===== config.mk =====
export PLATFORM = sky130hd
export DESIGN_NAME = dual_tmr_ctr
export DESIGN_NICKNAME = d
export VERILOG_FILES = /design/src/rtl/tmr_pkg.sv /design/src/rtl/tmr_rst_sync.sv /design/src/rtl/tmr_pin_sync.sv /design/src/rtl/tmr_count_step.sv /design/src/rtl/dual_tmr_ctr.sv
export SDC_FILE = /design/constraint.sdc
export NUM_CORES = 1
export LEC_CHECK = 0
export ABC_AREA = 1
export BUFFER_PORTS_ARGS = -buffer_cell sky130_fd_sc_hd__buf_2
export CAP_MARGIN = 25
export CORE_ASPECT_RATIO = 0.5
export CORE_MARGIN = 4
export CORE_UTILIZATION = 55
export CTS_CLUSTER_DIAMETER = 30
export DETAILED_ROUTE_END_ITERATION = 6
export PLACE_DENSITY_LB_ADDON = 0.3
export SLEW_MARGIN = 20
export SYNTH_ARGS = -nofsm -noshare
export SYNTH_HDL_FRONTEND = slang
export SYNTH_HIERARCHICAL = 1
export SYNTH_SLANG_ARGS = --single-unit

===== constraint.sdc =====
create_clock -name clk -period 2.3 [get_ports clk]
set_input_delay 0.46 -clock clk [delete_from_list [all_inputs] [get_ports clk]]
set_output_delay 0.46 -clock clk [all_outputs]
set_load 0.01 [all_outputs]

===== src/rtl/tmr_pkg.sv =====
package tmr_pkg;
  typedef logic [2:0] tcode_t;

  localparam tcode_t CODE_13B   = 3'b000;
  localparam tcode_t CODE_16B   = 3'b001;
  localparam tcode_t CODE_RLD   = 3'b010;
  localparam tcode_t CODE_SPLIT = 3'b011;

  localparam int unsigned ADR_MODE = 0;
  localparam int unsigned ADR_CTRL = 1;
  localparam int unsigned ADR_AUX  = 2;
  localparam int unsigned ADR_TL0  = 3;
  localparam int unsigned ADR_TH0  = 4;
  localparam int unsigned ADR_TL1  = 5;
  localparam int unsigned ADR_TH1  = 6;
endpackage


===== src/rtl/tmr_rst_sync.sv =====
module tmr_rst_sync #(
  parameter int STAGES = 2
) (
  input  logic clk,
  input  logic rst_n_in,
  output logic rst_n_out
);
  logic [STAGES-1:0] chain_q;
  logic [STAGES-1:0] chain_d;

  always_comb chain_d = {chain_q[STAGES-2:0], 1'b1};

  always_ff @(posedge clk or negedge rst_n_in) begin
    if (!rst_n_in) chain_q <= '0;
    else           chain_q <= chain_d;
  end

  assign rst_n_out = chain_q[STAGES-1];
endmodule


===== src/rtl/tmr_pin_sync.sv =====
module tmr_pin_sync #(
  parameter int STAGES = 2
) (
  input  logic clk,
  input  logic rst_n,
  input  logic pin_in,
  output logic level,
  output logic fall
);
  logic [STAGES:0] pipe_q;
  logic [STAGES:0] pipe_d;

  always_comb pipe_d = {pipe_q[STAGES-1:0], pin_in};

  always_ff @(posedge clk or negedge rst_n) begin
    if (!rst_n) pipe_q <= '0;
    else        pipe_q <= pipe_d;
  end

  assign level = pipe_q[STAGES-1];
  assign fall  = pipe_q[STAGES] & ~pipe_q[STAGES-1];
endmodule


===== src/rtl/tmr_count_step.sv =====
module tmr_count_step
  import tmr_pkg::*;
#(
  parameter int DW    = 8,
  parameter int PRE_W = 5
) (
  input  tcode_t         code,
  input  logic           inc,
  input  logic [DW-1:0]  tl,
  input  logic [DW-1:0]  th,
  output logic [DW-1:0]  tl_nx,
  output logic [DW-1:0]  th_nx,
  output logic           ovf
);
  localparam int LW = DW + PRE_W;
  localparam int FW = 2 * DW;

  logic [LW-1:0] cat_pre;
  logic [FW-1:0] cat_full;

  assign cat_pre  = {th, tl[PRE_W-1:0]};
  assign cat_full = {th, tl};

  always_comb begin
    tl_nx = tl;
    th_nx = th;
    ovf   = 1'b0;
    if (inc) begin
      case (code)
        CODE_13B: begin
          {th_nx, tl_nx[PRE_W-1:0]} = cat_pre + LW'(1);
          ovf = &cat_pre;
        end
        CODE_16B: begin
          {th_nx, tl_nx} = cat_full + FW'(1);
          ovf = &cat_full;
        end
        CODE_RLD: begin
          if (&tl) begin
            tl_nx = th;
            ovf   = 1'b1;
          end else begin
            tl_nx = tl + DW'(1);
          end
        end
        CODE_SPLIT: begin
          tl_nx = tl + DW'(1);
          ovf   = &tl;
        end
        default: ;
      endcase
    end
  end
endmodule


===== src/rtl/dual_tmr_ctr.sv =====
module dual_tmr_ctr
  import tmr_pkg::*;
#(
  parameter int DW          = 8,
  parameter int PRE_W       = 5,
  parameter int AW          = 3,
  parameter int SYNC_STAGES = 2
) (
  input  logic          clk,
  input  logic          rst_n,
  input  logic          reg_wr,
  input  logic [AW-1:0] reg_addr,
  input  logic [DW-1:0] reg_wdata,
  output logic [DW-1:0] reg_rdata,
  input  logic [1:0]    cnt_pin,
  input  logic [1:0]    gate_pin,
  output logic [1:0]    ovf_flag
);
  localparam int NT = 2;
  localparam int FB = 4;   // nibble of the mode register per timer

  logic rst_int_n;

  logic [DW-1:0]          mode_q, mode_d;
  logic [NT-1:0]          run_q, run_d;
  logic [NT-1:0]          flag_q, flag_d;
  logic [NT-1:0]          aux_q, aux_d;
  logic [NT-1:0][DW-1:0]  tl_q, tl_d, tl_st;
  logic [NT-1:0][DW-1:0]  th_q, th_d, th_st;
  logic [NT-1:0]          ovf_st;
  tcode_t [NT-1:0]        code_w;
  logic [NT-1:0]          cnt_fall, gate_lvl, en_w, inc_w;
  logic [NT-1:0]          wr_tl, wr_th, flag_set;
  logic                   t0_split, hi_inc, hi_ovf;
  logic                   wr_mode, wr_ctrl, wr_aux;

  tmr_rst_sync #(.STAGES(SYNC_STAGES)) u_rst (
    .clk(clk), .rst_n_in(rst_n), .rst_n_out(rst_int_n)
  );

  assign t0_split = (code_w[0] == CODE_SPLIT);
  assign hi_inc   = t0_split & run_q[1];
  assign hi_ovf   = hi_inc & (&th_q[0]);

  for (genvar i = 0; i < NT; i++) begin : g_tmr
    logic cnt_lvl_unused;
    logic gate_fall_unused;
    logic src_sel, gate_bit, src_tick;

    tmr_pin_sync #(.STAGES(SYNC_STAGES)) u_cnt (
      .clk(clk), .rst_n(rst_int_n), .pin_in(cnt_pin[i]),
      .level(cnt_lvl_unused), .fall(cnt_fall[i])
    );
    tmr_pin_sync #(.STAGES(SYNC_STAGES)) u_gate (
      .clk(clk), .rst_n(rst_int_n), .pin_in(gate_pin[i]),
      .level(gate_lvl[i]), .fall(gate_fall_unused)
    );

    assign code_w[i] = {aux_q[i], mode_q[FB*i+1:FB*i]};
    assign src_sel   = mode_q[FB*i+2];
    assign gate_bit  = mode_q[FB*i+3];
    assign src_tick  = src_sel ? cnt_fall[i] : 1'b1;
    assign en_w[i]   = run_q[i] & (~gate_bit | gate_lvl[i]);

    if (i == 0) begin : g_t0
      assign inc_w[i] = en_w[i] & src_tick;
    end else begin : g_tn
      assign inc_w[i] = en_w[i] & src_tick & ~t0_split & (code_w[i] != CODE_SPLIT);
    end

    tmr_count_step #(.DW(DW), .PRE_W(PRE_W)) u_step (
      .code(code_w[i]), .inc(inc_w[i]), .tl(tl_q[i]), .th(th_q[i]),
      .tl_nx(tl_st[i]), .th_nx(th_st[i]), .ovf(ovf_st[i])
    );

    assign wr_tl[i] = reg_wr & (reg_addr == AW'(ADR_TL0 + 2*i));
    assign wr_th[i] = reg_wr & (reg_addr == AW'(ADR_TH0 + 2*i));
  end

  assign wr_mode = reg_wr & (reg_addr == AW'(ADR_MODE));
  assign wr_ctrl = reg_wr & (reg_addr == AW'(ADR_CTRL));
  assign wr_aux  = reg_wr & (reg_addr == AW'(ADR_AUX));

  assign flag_set[0] = ovf_st[0];
  assign flag_set[1] = ovf_st[1] | hi_ovf;

  // next-state
  always_comb begin
    mode_d = wr_mode ? reg_wdata : mode_q;
    run_d  = wr_ctrl ? reg_wdata[1:0] : run_q;
    aux_d  = wr_aux  ? {reg_wdata[FB], reg_wdata[0]} : aux_q;
    for (int i = 0; i < NT; i++) begin
      flag_d[i] = flag_set[i] | (flag_q[i] & ~(wr_ctrl & ~reg_wdata[2+i]));
      tl_d[i]   = wr_tl[i] ? reg_wdata : tl_st[i];
    end
    th_d[0] = wr_th[0] ? reg_wdata : (hi_inc ? th_q[0] + DW'(1) : th_st[0]);
    th_d[1] = wr_th[1] ? reg_wdata : th_st[1];
  end

  // registers
  always_ff @(posedge clk or negedge rst_int_n) begin
    if (!rst_int_n) begin
      mode_q <= '0;
      run_q  <= '0;
      flag_q <= '0;
      aux_q  <= '0;
      tl_q   <= '0;
      th_q   <= '0;
    end else begin
      mode_q <= mode_d;
      run_q  <= run_d;
      flag_q <= flag_d;
      aux_q  <= aux_d;
      tl_q   <= tl_d;
      th_q   <= th_d;
    end
  end

  // read port
  always_comb begin
    reg_rdata = '0;
    case (reg_addr)
      AW'(ADR_MODE): reg_rdata = mode_q;
      AW'(ADR_CTRL): reg_rdata = DW'({flag_q, run_q});
      AW'(ADR_AUX):  reg_rdata = DW'({aux_q[1], 3'b000, aux_q[0]});
      AW'(ADR_TL0):  reg_rdata = tl_q[0];
      AW'(ADR_TH0):  reg_rdata = th_q[0];
      AW'(ADR_TL1):  reg_rdata = tl_q[1];
      AW'(ADR_TH1):  reg_rdata = th_q[1];
      default:       reg_rdata = '0;
    endcase
  end

  assign ovf_flag = flag_q;
endmodule


After elaboration in Yosys (flattened, before gate mapping)
Cells that the tools add are included.
{"block": "classes", "n_mul": 0, "div_mod_pow": 0, "bitwise_logic": 35, "n_eq_ne": 13, "muxes": 26, "add_sub_neg": 7, "n_shift": 0, "n_reduce_logical": 26, "order_cmp": 0}
{"cell": "$mux W8", "n": 11}
{"cell": "$pmux W8 S7", "n": 1}
{"cell": "$pmux W5 S4", "n": 2}
{"cell": "$add A16 B1 Y16 const B", "n": 2}
{"cell": "$pmux W8 S2", "n": 2}
{"cell": "$reduce_and A16 Y1", "n": 2}
{"cell": "$add A13 B1 Y13 const B", "n": 2}
{"cell": "$reduce_and A13 Y1", "n": 2}
{"cell": "$add A8 B1 Y8 const B", "n": 3}
{"cell": "$reduce_and A8 Y1", "n": 3}
{"cell": "$and A1 B1 Y1", "n": 21}
{"cell": "$eq A3 B2 Y1 const B", "n": 6}
{"cell": "$pmux W3 S3", "n": 2}
{"cell": "$reduce_and A2 Y1", "n": 6}
{"cell": "$reduce_bool A4 Y1", "n": 3}
{"cell": "$reduce_bool A5 Y1", "n": 2}
{"cell": "$eq A3 B1 Y1 const B", "n": 3}
{"cell": "$eq A3 B3 Y1 const B", "n": 3}
{"cell": "$logic_not A3 Y1", "n": 3}
{"cell": "$not A1 Y1", "n": 9}
{"cell": "$pmux W1 S4", "n": 2}
{"cell": "$mux W1", "n": 6}
{"cell": "$reduce_bool A2 Y1", "n": 3}
{"cell": "$reduce_bool A3 Y1", "n": 2}
{"cell": "2 further kinds", "n": 6}
{"block": "totals", "output_inout_bits": 10, "inputBits": 18, "latch_bits": 0, "mem_bits_ro": 0, "wordCells": 122, "memories": 0, "regBits": 58, "ramBits": 0}

Longest topological paths before layout
Gate-level depths: netlist (run 1).
{"block": "logic_depth", "ltp_word": 9, "ltp_mapped": 18, "depth_no_buf": 17}

Hierarchy
Netlist (run 1), hierarchy kept.
{"module": "dual_tmr_ctr", "instances": 1, "seq_area_each_um2": 1151.1, "area_per_inst_um2": 2547.4, "cells_per_inst": 347}
{"module": "tmr_count_step", "instances": 2, "seq_area_each_um2": 0.0, "area_per_inst_um2": 1039.7, "cells_per_inst": 227}
{"module": "tmr_pin_sync", "instances": 4, "seq_area_each_um2": 75.1, "area_per_inst_um2": 85.1, "cells_per_inst": 5}
{"module": "tmr_rst_sync", "instances": 1, "seq_area_each_um2": 50.0, "area_per_inst_um2": 53.8, "cells_per_inst": 3}

Worst setup path after synthesis (run 1)
Ideal clock, no wire load.
{"block": "synth_path", "kind": "reg-to-reg", "from": "reg g_tmr[0].u_cnt.pipe_q[1]", "to": "reg th_q[5] in the netlist's numbering", "n_path_buf": 1, "setup_ns": 0.116, "slack_ns": 0.315, "synth_period_minus_slack_ns": 1.985, "stages_incl_launch_ff": 18, "t_required_ns": 2.184, "t_arrival_ns": 1.868, "cell_sequence": "dfrtp_1 > nor2_2 > inv_1 > a221oi_1 > buf_6 > inv_1 > nor2_4 > inv_1 > nor2_1 > inv_1 > nand2_1 > nand2_1 > inv_1 > nand2_1 > nand2_1 > inv_1 > nand2_1 > nand2_1"}
{"block": "synth_between", "elab_chain_cells": 6}
{"element": "start: declaration", "line_no": "tmr_pin_sync.sv:10", "rtl": "logic [STAGES:0] pipe_q;"}
{"element": "start signal: assignment", "line_no": "tmr_pin_sync.sv:17", "rtl": "else pipe_q <= pipe_d;"}
{"element": "$not A1 Y1", "line_no": "tmr_pin_sync.sv:21", "rtl": "assign fall = pipe_q[STAGES] & ~pipe_q[STAGES-1];"}
{"element": "$and A1 B1 Y1", "line_no": "tmr_pin_sync.sv:21"}
{"element": "via cnt_fall[0]", "line_no": "dual_tmr_ctr.sv:32", "rtl": "logic [NT-1:0] cnt_fall, gate_lvl, en_w, inc_w;"}
{"element": "$mux W1", "line_no": "dual_tmr_ctr.sv:62", "rtl": "assign src_tick = src_sel ? cnt_fall[i] : 1'b1;"}
{"element": "$and A1 B1 Y1", "line_no": "dual_tmr_ctr.sv:66", "rtl": "assign inc_w[i] = en_w[i] & src_tick;"}
{"element": "via inc_w[0]", "line_no": "dual_tmr_ctr.sv:32"}
{"element": "$reduce_bool A3 Y1 (no line)"}
{"element": "$reduce_and A2 Y1 (no line)"}
{"element": "end signal: assignment", "line_no": "dual_tmr_ctr.sv:115", "rtl": "th_q <= th_d;"}
{"element": "end: declaration", "line_no": "dual_tmr_ctr.sv:29", "rtl": "logic [NT-1:0][DW-1:0] th_q, th_d, th_st;"}
The timed path passes the listed nets, and every way through them passes these cells.
A chain may end at the register's enable or synchronous reset.

Worst setup path in the final report (run 1)
{"block": "layout_path", "from": "reg aux_q[0]", "to": "reg th_q[8] in the netlist's numbering"}
{"block": "layout_between", "elab_chain_cells": 6}
{"element": "start: declaration", "line_no": "dual_tmr_ctr.sv:27", "rtl": "logic [NT-1:0] aux_q, aux_d;"}
{"element": "start signal: assignment", "line_no": "dual_tmr_ctr.sv:113", "rtl": "aux_q <= aux_d;"}
{"element": "$eq A3 B2 Y1", "line_no": "dual_tmr_ctr.sv:41", "rtl": "assign t0_split = (code_w[0] == CODE_SPLIT);"}
{"element": "$not A1 Y1", "line_no": "dual_tmr_ctr.sv:68", "rtl": "assign inc_w[i] = en_w[i] & src_tick & ~t0_split & (code_w[i] != CODE_SPLIT);"}
{"element": "$and A1 B1 Y1 (2 in a row)", "line_no": "dual_tmr_ctr.sv:68"}
{"element": "via inc_w[1]", "line_no": "dual_tmr_ctr.sv:32"}
{"element": "$reduce_bool A2 Y1 (no line)"}
{"element": "$reduce_and A2 Y1 (no line)"}
The timed path passes the listed nets, and every way through them passes these cells.

==> flow_summary.toml, run 1 <==
[detailed_routing]
first_pass_iters = 7
drc = 0
viasPerCell = 5.60
drt-total-wl_um = 15400
antenna_left = 0
drt-initial-drc-count = 506
routedWlPerCell_um = 15.6
route.vias.total = 5519

[clocking]
clk_latency_ns = 0.33
clkSinkCount = 58
clock_path_buffers = 2
htreeDepth = 3
cts_root_buf = "clkbuf_16"
cts_tree = "yes"
cts_inserted_buffers = 9
clk_pin_slew_ns = 0.05

[setup_path]
worstPathRequired_ns = 2.51
crit_path_max_incr_delay_ns = 0.35
end_kind = "flop"
cp_common_cell = "inv_1"
path_cells = "inv_1 > nand3_1 > o211ai_1 > nor3_1 > inv_1 > nor2_4 > inv_1 > nor2_1 > inv_1 > nand2_1 > nand2_1 > nand2_1 > o21ai_2"
crit_arrival_ns = 2.30
reg2regPathDepth = 13
crit_path_start_kind = "flop"
slowest_stage = "dfrtp_1"
cp_max_fo = 7
r2r_setup_slack_ns = 0.20
r2r_start = "aux_q[0]"
worstReg2RegEnd = "th_q[8]"
critPathKind = "reg -> reg"

[global_route]
antenna_found_initial = 0
grt_use_total_pct = 29.1
gr-total-overflow = 0
grt_max_degree = 57
grt_pass1_wl_um = 24500
grt_pass1_vias = 5012

[finish]
num_antenna_cells = 0
drive_gt1_share_pct = 15.0
area_growth_syn_to_layout_pct = 13.7
finalInstanceArea_mm2 = 0.00563
fin_nets = 885

[synth]
syn-instance-count = 818
syn-mean-instance-area_um2 = 6.05
syn-num-nets = 839
synth_area_mm2 = 0.00495
yosysWarnings = 6

[power_and_ir_drop]
vdd_drop_max_mv = 0.423
power_density_mw_per_mm2 = 1060
comb_power_share_pct = 43.6
power_frac_seq_pct = 31.9
clkPwrFrac_pct = 24.5
leakage_nw = 2.91
internal_power_mw = 3.25
p_switching_mw = 2.72
switching_share_pct = 45.6

[floorplanning]
die_h_um = 75.1
dieWidth_um = 142
dieArea_mm2 = 0.0107
rows = 24
ios = 28
core_mm2 = 0.00874
initial_core_util_pct = 56.7

[timing]
hold_viol = 0
slew_violations = 0
fmaxAchievable_mhz = 477
fin_crit_sh_pct = 91.1
tns_ns = 0
maxSlewHeadroom_pct = 66.3
finalSetupViolCount = 0
fin_crit_ns = 2.10
worst_pin_slew_ns = 0.504
finClkSkew_ns = 0.00472
grt_setup_unrepaired = "no"

[placement]
portBuffers = 27
place_congestion = 0.965
postPlaceCellArea_mm2 = 0.00528
hpwl_um = 11300

[flow_run]
maxCapViolations = 0

[min_path]
hp-start = "cnt_pin[1]"
hold-path-endpoint = "g_tmr[1].u_cnt/pipe_q[0]"
worstHoldPathType = "in -> reg"
holdPathStages = 1

[status]
status = "finished clean"
## cell usage in the layout, fill, tap and decap left out, drive strengths merged
cell	instances
a22oi	2
nand3	83
a221oi	1
nor2	92
o21ai	80
dlygate4sd3	1
nand3b	2
clkinvlp	2
inv	110
nor3	10
bufinv	2
ha	3
dfrtp	58
clkinv	2
or2	2
buf	46
xnor2	1
a21oi	9
nand2	332
clkbuf	10
o22ai	2
a31oi	6
nand4	9
conb	1
o211ai	3
## stage by stage
stage | total power, mW | setup slack (ns) | cells | util [%] | hold WS, ns
CTS | 5.89 | 0.102 | 985 | 64.3 | 0.234
global placement | 4.35 | 0.180 | 968 | 60.4 | 0.245
floorplan | 3.59 | 0.315 | 818 | - | 0.164
detailed placement | 4.41 | 0.125 | 968 | 60.4 | 0.246
global route | 6.38 | 0.0552 | 986 | 64.4 | 0.227
finish | 5.97 | 0.205 | 986 | 64.4 | 0.235
## power groups by stage
stage	logic, mW	clock network (mW)	registers (mW)
after floorplan	1.84	0	1.74
after global placement	2.47	0	1.88
after detailed placement	2.52	0	1.89
after CTS	2.55	1.46	1.88
after global routing	2.92	1.52	1.95
final	2.61	1.46	1.90
## worst max-delay path: cells and delay by family, from the launching register on
kind	cells	cell delay (ns)
flip-flops	1	0.35
buffers and inverters	4	0.49
AO/OA/AOI/OAI	2	0.18
AND/OR/NAND/NOR	7	0.95
## how the worst max path moves through the flow
stage                     endpoint                      from  depth (start not counted)  slack [ns]
final                      th_q[8]                  aux_q[0]                         13        0.20
after global placement     th_q[6]  g_tmr[0].u_cnt/pipe_q[1]                         16        0.18
after floorplan            th_q[5]  g_tmr[0].u_cnt/pipe_q[1]                         17        0.32
after global routing       th_q[7]  g_tmr[0].u_cnt/pipe_q[1]                         16        0.06
after CTS                  th_q[6]  g_tmr[0].u_cnt/pipe_q[1]                         16        0.10
after detailed placement   th_q[5]  g_tmr[0].u_cnt/pipe_q[1]                         16        0.13
## sequential cells by signal, indices dropped and copies added (netlist names)
name / flops
ovf_flag: 2
mode_q: 8
th_q: 16
g_tmr.u_gate/pipe_q: 4
aux_q: 2
run_q: 2
u_rst/chain_q: 2
tl_q: 16
g_tmr.u_cnt/pipe_q: 6
## timing repair
action | CTS | global route
resized for setup | 0 | 1
endpoints found under the setup margin | 0 | 7
setup buffers | 0 | 1
endpoints found under the hold margin | 2 | 0
hold buffers | 1 | 0
## per-layer routing
metal  track usage [%]  vias up  share of wire (%)
met5                 0        -                  0
met4              13.6        0                4.1
met3              4.31       58                9.0
met2              49.3      275                 45
met1              37.6     2501                 42
li1                  -     2685                  -
## layout make-up
class / instances / area (um2)
clock inverters: 6 / 88.8
fillers: 783 / 3110
clock buffers: 10 / 239
multi-input cells: 638 / 2990
inverters: 110 / 414
flip-flops and latches: 58 / 1450
repair buffers: 47 / 300
well taps: 117 / 146
Note: power is estimated with default switching activity, not from simulation.
==> run 2, diff against run 1 <==
--- a/config.mk
+++ b/config.mk
@@ -13,6 +13,7 @@
 export CORE_UTILIZATION = 55
 export CTS_CLUSTER_DIAMETER = 30
 export DETAILED_ROUTE_END_ITERATION = 6
+export GPL_TIMING_DRIVEN = 0
 export PLACE_DENSITY_LB_ADDON = 0.3
 export SLEW_MARGIN = 20
 export SYNTH_ARGS = -nofsm -noshare
==> run 2 against run 1 <==
Net effect: global-route usage decreased by 0.23 points; total power decreased by 2.6%; die area unchanged; final cell count increased by 0.71%; worst setup slack got worse by 0.12 ns; routed wire length decreased by 1.2%; first-iteration DRC count increased by 7.7%; sequential share of layout area decreased by 0.11 points; clock power decreased by 9.6%; largest power group unchanged.
==> flow_summary.toml, run 2 (same netlist as run 1, synthesis figures left out) <==
[detailed_routing]
route.vias.total = 5497
drt-initial-drc-count = 545
drt-total-wl_um = 15200
drc = 0
first_pass_iters = 5
viasPerCell = 5.54
antenna_left = 0
routedWlPerCell_um = 15.3

[status]
status = "finished clean"

[setup_path]
end_kind = "flop"
crit_path_max_incr_delay_ns = 0.43
slowest_stage = "dfrtp_2"
path_cells = "nand3_2 > o211ai_1 > nor3_2 > buf_6 > inv_2 > nor2_4 > clkinvlp_4 > nor2_4 > buf_4 > nand2_1 > nand2_1 > nand2_1 > nand2_1 > o21ai_2"
cp_common_cell = "nand2_1"
critPathKind = "reg -> reg"
cp_max_fo = 6
crit_path_start_kind = "flop"
worstPathRequired_ns = 2.51
crit_arrival_ns = 2.42

[floorplanning]
die_h_um = 75.1
core_mm2 = 0.00874
dieArea_mm2 = 0.0107
dieWidth_um = 142
rows = 24
ios = 28
initial_core_util_pct = 56.7

[finish]
final_common_cell = "nand2_1"
area_growth_syn_to_layout_pct = 15.0
fin_cells = 993
drive_gt1_share_pct = 17.2
num_antenna_cells = 0
fillers = 745
finalInstanceArea_mm2 = 0.00569
fin_nets = 892
layout_common_cells = "nand2_1 (312), inv_1 (99), nand3_1 (82), nor2_1 (69)"
layout_top_registers = "th_q x16, tl_q x16, mode_q x8"
final_core_util_pct = 65.1

[clocking]
clkSinkCount = 58
cts_tree = "yes"
clk_pin_slew_ns = 0.05
htreeDepth = 3
cts_root_buf = "clkbuf_16"
clock_path_buffers = 2
cts_inserted_buffers = 9
clk_latency_ns = 0.33

[timing]
maxSlewHeadroom_pct = 53.5
fin_crit_ns = 2.21
fin_crit_sh_pct = 96.2
hold_viol = 0
fmaxAchievable_mhz = 452
finalSetupViolCount = 0
hold_ws_ns = 0.233
slew_violations = 0
worst_pin_slew_ns = 0.697
finClkSkew_ns = 0.00689

[power_and_ir_drop]
power_mw = 5.82
vdd_drop_max_mv = 0.503
leakage_nw = 2.93
power_density_mw_per_mm2 = 1020

[global_route]
gr-total-overflow = 0
grt_use_total_pct = 28.9
grt_pass1_wl_um = 24100
antenna_found_initial = 0
grt_max_degree = 57
grt_pass1_vias = 4991

[placement]
postPlaceCellArea_mm2 = 0.00523
hpwl_um = 10900
portBuffers = 26
place_congestion = 0.999
placed_cells = 961

[flow_run]
maxCapViolations = 0

[min_path]
worstHoldPathType = "in -> reg"
[run 2: changes by cell type in the layout (fill, tap and decap cells not counted), moves of 2 or more]
cell,previous run,this run
dfrtp_2,1,6
clkbuf_1,0,2
nor2_1,71,69
inv_1,104,99
inv_2,5,9
dfrtp_1,57,51
buf_6,0,6
clkinv_2,2,4
[run 2: worst max-delay path: cells and delay by family, from the launching register on]
family          cells  cell delay (ns)
buf+inv             4             0.58
simple gates        8             0.92
flops               1             0.43
compound gates      2             0.16
[run 2: where the power goes]
part	internal (mW)	switching [mW]
registers	1.34	0.667
logic	0.924	1.57
clock network	0.862	0.457
total	3.12	2.70
[run 2: metrics by stage]
step / setup slack, ns / setup TNS, ns
after floorplan: 0.315 / 0
after global placement: -0.0458 / -0.226
after detailed placement: -0.0107 / -0.0258
after CTS: 0.0189 / 0
after global routing: -0.0439 / -0.0657
final: 0.0884 / 0
[run 2: final cells by class]
| class | instances | area [um2] | area share (%) |
|---|---|---|---|
| Clock inverter | 5 | 53.8 | 0.945 |
| Timing Repair Buffer | 42 | 253 | 4.44 |
| Multi-Input combinational cell | 638 | 3010 | 52.9 |
| Buffer | 12 | 104 | 1.82 |
| Clock buffer | 11 | 243 | 4.26 |
| Inverter | 110 | 418 | 7.34 |
| Sequential cell | 58 | 1460 | 25.7 |
| Tap cell | 117 | 146 | 2.57 |
[run 2: final timing paths]
path	from	end	slack, ns	cells after the start
max in group asynchronous	u_rst/chain_q[1]	aux_q[0]	1.41	0
max	mode_q[1]	tl_q[15]	0.09	14
min reg2reg	g_tmr[0].u_cnt/pipe_q[0]	g_tmr[0].u_cnt/pipe_q[1]	0.36	0
min in group asynchronous	u_rst/chain_q[1]	th_q[14]	0.39	0
max reg2reg	mode_q[1]	tl_q[15]	0.09	14
min	cnt_pin[0]	g_tmr[0].u_cnt/pipe_q[0]	0.23	1
[run 2: timing repair]
item | 4_1_cts | 5_1_grt
setup endpoints to repair | 10 | 20
pin swaps | 0 | 5
gates resized for setup | 2 | 16
setup buffers | 0 | 15
hold buffers | 1 | 0
endpoints found under the hold margin | 2 | 0
[run 2: routing by layer]
layer  vias up  wire length (um)  global-route usage [%]
li1       2703                 -                       -
met1      2479              6590                    37.6
met2       263              6930                    49.3
met3        52              1190                    2.98
met4         0               449                    13.8
met5         -                 0                       0
==> run 3, diff against run 2 <==
--- a/config.mk
+++ b/config.mk
@@ -9,7 +9,6 @@
 export BUFFER_PORTS_ARGS = -buffer_cell sky130_fd_sc_hd__buf_2
 export CAP_MARGIN = 25
 export CORE_ASPECT_RATIO = 0.5
-export CORE_MARGIN = 4
 export CORE_UTILIZATION = 55
 export CTS_CLUSTER_DIAMETER = 30
 export DETAILED_ROUTE_END_ITERATION = 6
==> run 3 against run 2 <==
Net effect: critical path depth stayed put; sequential power barely moved; non-clock buffer count fell by 13; worst setup slack improved by 0.13 ns; maximum frequency up 6.2%; clock skew down 0.0033 ns; sequential share of layout area rose by 0.36 points; hold slack better by 0.010 ns; utilization shrank 0.91 points; register-to-register slack better by 0.13 ns; critical endpoint is now th_q[2]; largest cell class unchanged.
==> flow_summary.toml, run 3 (same netlist as run 1, synthesis figures left out) <==
[detailed_routing]
viasPerCell = 5.48
drt-total-wl_um = 14600
route.vias.total = 5367
first_pass_iters = 6
drc = 0
drt-initial-drc-count = 548
routedWlPerCell_um = 14.9
antenna_left = 0

[placement]
hpwl_um = 10700
place_congestion = 1.00
postPlaceCellArea_mm2 = 0.00523
place_ws_ns = -0.0293
portBuffers = 26

[clocking]
clkSinkCount = 58
cts_tree = "yes"
clk_latency_ns = 0.32
clk_pin_slew_ns = 0.05
htreeDepth = 3
cts_inserted_buffers = 9
cts_root_buf = "clkbuf_16"
clock_path_buffers = 2

[timing]
hold_viol = 0
maxSlewHeadroom_pct = 53.3
fin_crit_sh_pct = 90.6
hold_ws_ns = 0.243
fin_crit_ns = 2.08
fmaxAchievable_mhz = 480
fin_ws_ns = 0.217
worst_pin_slew_ns = 0.701
tns_ns = 0
finClkSkew_ns = 0.00361
slew_violations = 0
grt_setup_unrepaired = "no"
finalSetupViolCount = 0

[setup_path]
crit_path_max_incr_delay_ns = 0.43
slowest_stage = "dfrtp_1"
path_cells = "ha_1 > nand2_2 > nor2_4 > nand2_2 > nor2_1 > nand2_1 > nand3_1 > nand2_1 > nand2_1 > nand2_1 > nand2_1 > o21ai_0 > nand2_1 > nand2_1"
end_kind = "flop"
cp_common_cell = "nand2_1"
crit_path_start_kind = "flop"
worstPathRequired_ns = 2.51
critPathKind = "reg -> reg"
cp_max_fo = 9
crit_arrival_ns = 2.29

[power_and_ir_drop]
internal_power_mw = 3.16
power_mw = 5.85
leakage_nw = 2.87
p_switching_mw = 2.69
vdd_drop_max_mv = 0.502
power_frac_seq_pct = 34.7
comb_power_share_pct = 40.7
power_density_mw_per_mm2 = 1050
switching_share_pct = 46.0
clkPwrFrac_pct = 24.6

[finish]
drive_gt1_share_pct = 14.9
layout_top_registers = "th_q x16, tl_q x16, mode_q x8"
num_antenna_cells = 0
finalInstanceArea_mm2 = 0.00559
area_growth_syn_to_layout_pct = 13.0
final_common_cell = "nand2_1"
fin_nets = 879
fillers = 801
layout_common_cells = "nand2_1 (312), inv_1 (101), nand3_1 (83), nor2_1 (70), dfrtp_1 (55)"

[flow_run]
maxCapViolations = 0

[global_route]
grt_max_degree = 57
gr-total-overflow = 0
grt_use_total_pct = 33.2
antenna_found_initial = 0
grt_pass1_wl_um = 24300
grt_pass1_vias = 5045

[floorplanning]
dieArea_mm2 = 0.00941
rows = 24
die_h_um = 69.1
core_mm2 = 0.00871
dieWidth_um = 136
initial_core_util_pct = 56.9
ios = 28

[status]
status = "finished clean"

[min_path]
worstHoldPathType = "in -> reg"
==> run 3: metrics by stage <==
| stage | utilization (%) | instances |
|---|---|---|
| floorplan | - | 818 |
| global placement | 60.0 | 961 |
| detailed placement | 60.1 | 961 |
| CTS | 64.0 | 978 |
| global route | 64.2 | 980 |
| finish | 64.2 | 980 |
==> run 3: final timing paths <==
| path | startpoint | end | slack (ns) | depth (start not counted) |
|---|---|---|---|---|
| max reg2reg | tl_q[1] | th_q[2] | 0.22 | 14 |
| max | tl_q[1] | th_q[2] | 0.22 | 14 |
| max in group asynchronous | u_rst/chain_q[1] | aux_q[0] | 1.40 | 0 |
| min in group asynchronous | u_rst/chain_q[1] | g_tmr[1].u_cnt/pipe_q[0] | 0.39 | 0 |
| min reg2reg | g_tmr[1].u_gate/pipe_q[0] | g_tmr[1].u_gate/pipe_q[1] | 0.35 | 0 |
| min | cnt_pin[0] | g_tmr[0].u_cnt/pipe_q[0] | 0.24 | 1 |
==> run 3: final cells by class <==
| cell class | count | area, um2 | share of cell area (%) |
|---|---|---|---|
| Inverter | 110 | 414 | 7.40 |
| Clock buffer | 9 | 225 | 4.03 |
| Multi-Input combinational cell | 638 | 2990 | 53.4 |
| Clock inverter | 7 | 101 | 1.81 |
| Sequential cell | 58 | 1460 | 26.1 |
| Buffer | 12 | 104 | 1.86 |
| Tap cell | 117 | 146 | 2.62 |
| Timing Repair Buffer | 29 | 155 | 2.77 |
==> run 3: metal layers <==
| metal | track usage (%) | share of wire (%) | vias to the layer above |
|---|---|---|---|
| li1 | - | - | 2670 |
| met1 | 44.0 | 43 | 2411 |
| met2 | 53.5 | 46 | 249 |
| met3 | 5.74 | 8.0 | 37 |
| met4 | 14.0 | 2.6 | 0 |
| met5 | 0 | 0 | - |
==> run 3: worst max-delay path: cells and delay by family, from the launching register on <==
| family | cells | cell delay (ns) |
|---|---|---|
| AOI/OAI and AO/OA | 1 | 0.10 |
| adders and majority gates | 1 | 0.21 |
| DFF | 1 | 0.43 |
| and+or+nand+nor | 12 | 1.23 |
==> run 3: power by group through the flow <==
stage                     clock network, mW  registers (mW)  logic [mW]
after floorplan                           0            1.74        1.84
after global placement                    0            2.00        2.24
after detailed placement                  0            2.00        2.29
after CTS                              1.44            1.99        2.34
after global routing                   1.49            2.08        2.72
final                                  1.44            2.03        2.38
==> run 3: timing repair <==
item,4_1_cts,5_1_grt
gates resized for setup,2,5
buffers inserted,0,2
pin swaps,0,2
hold endpoints to repair,2,0
endpoints found under the setup margin,10,19
hold buffers,1,0
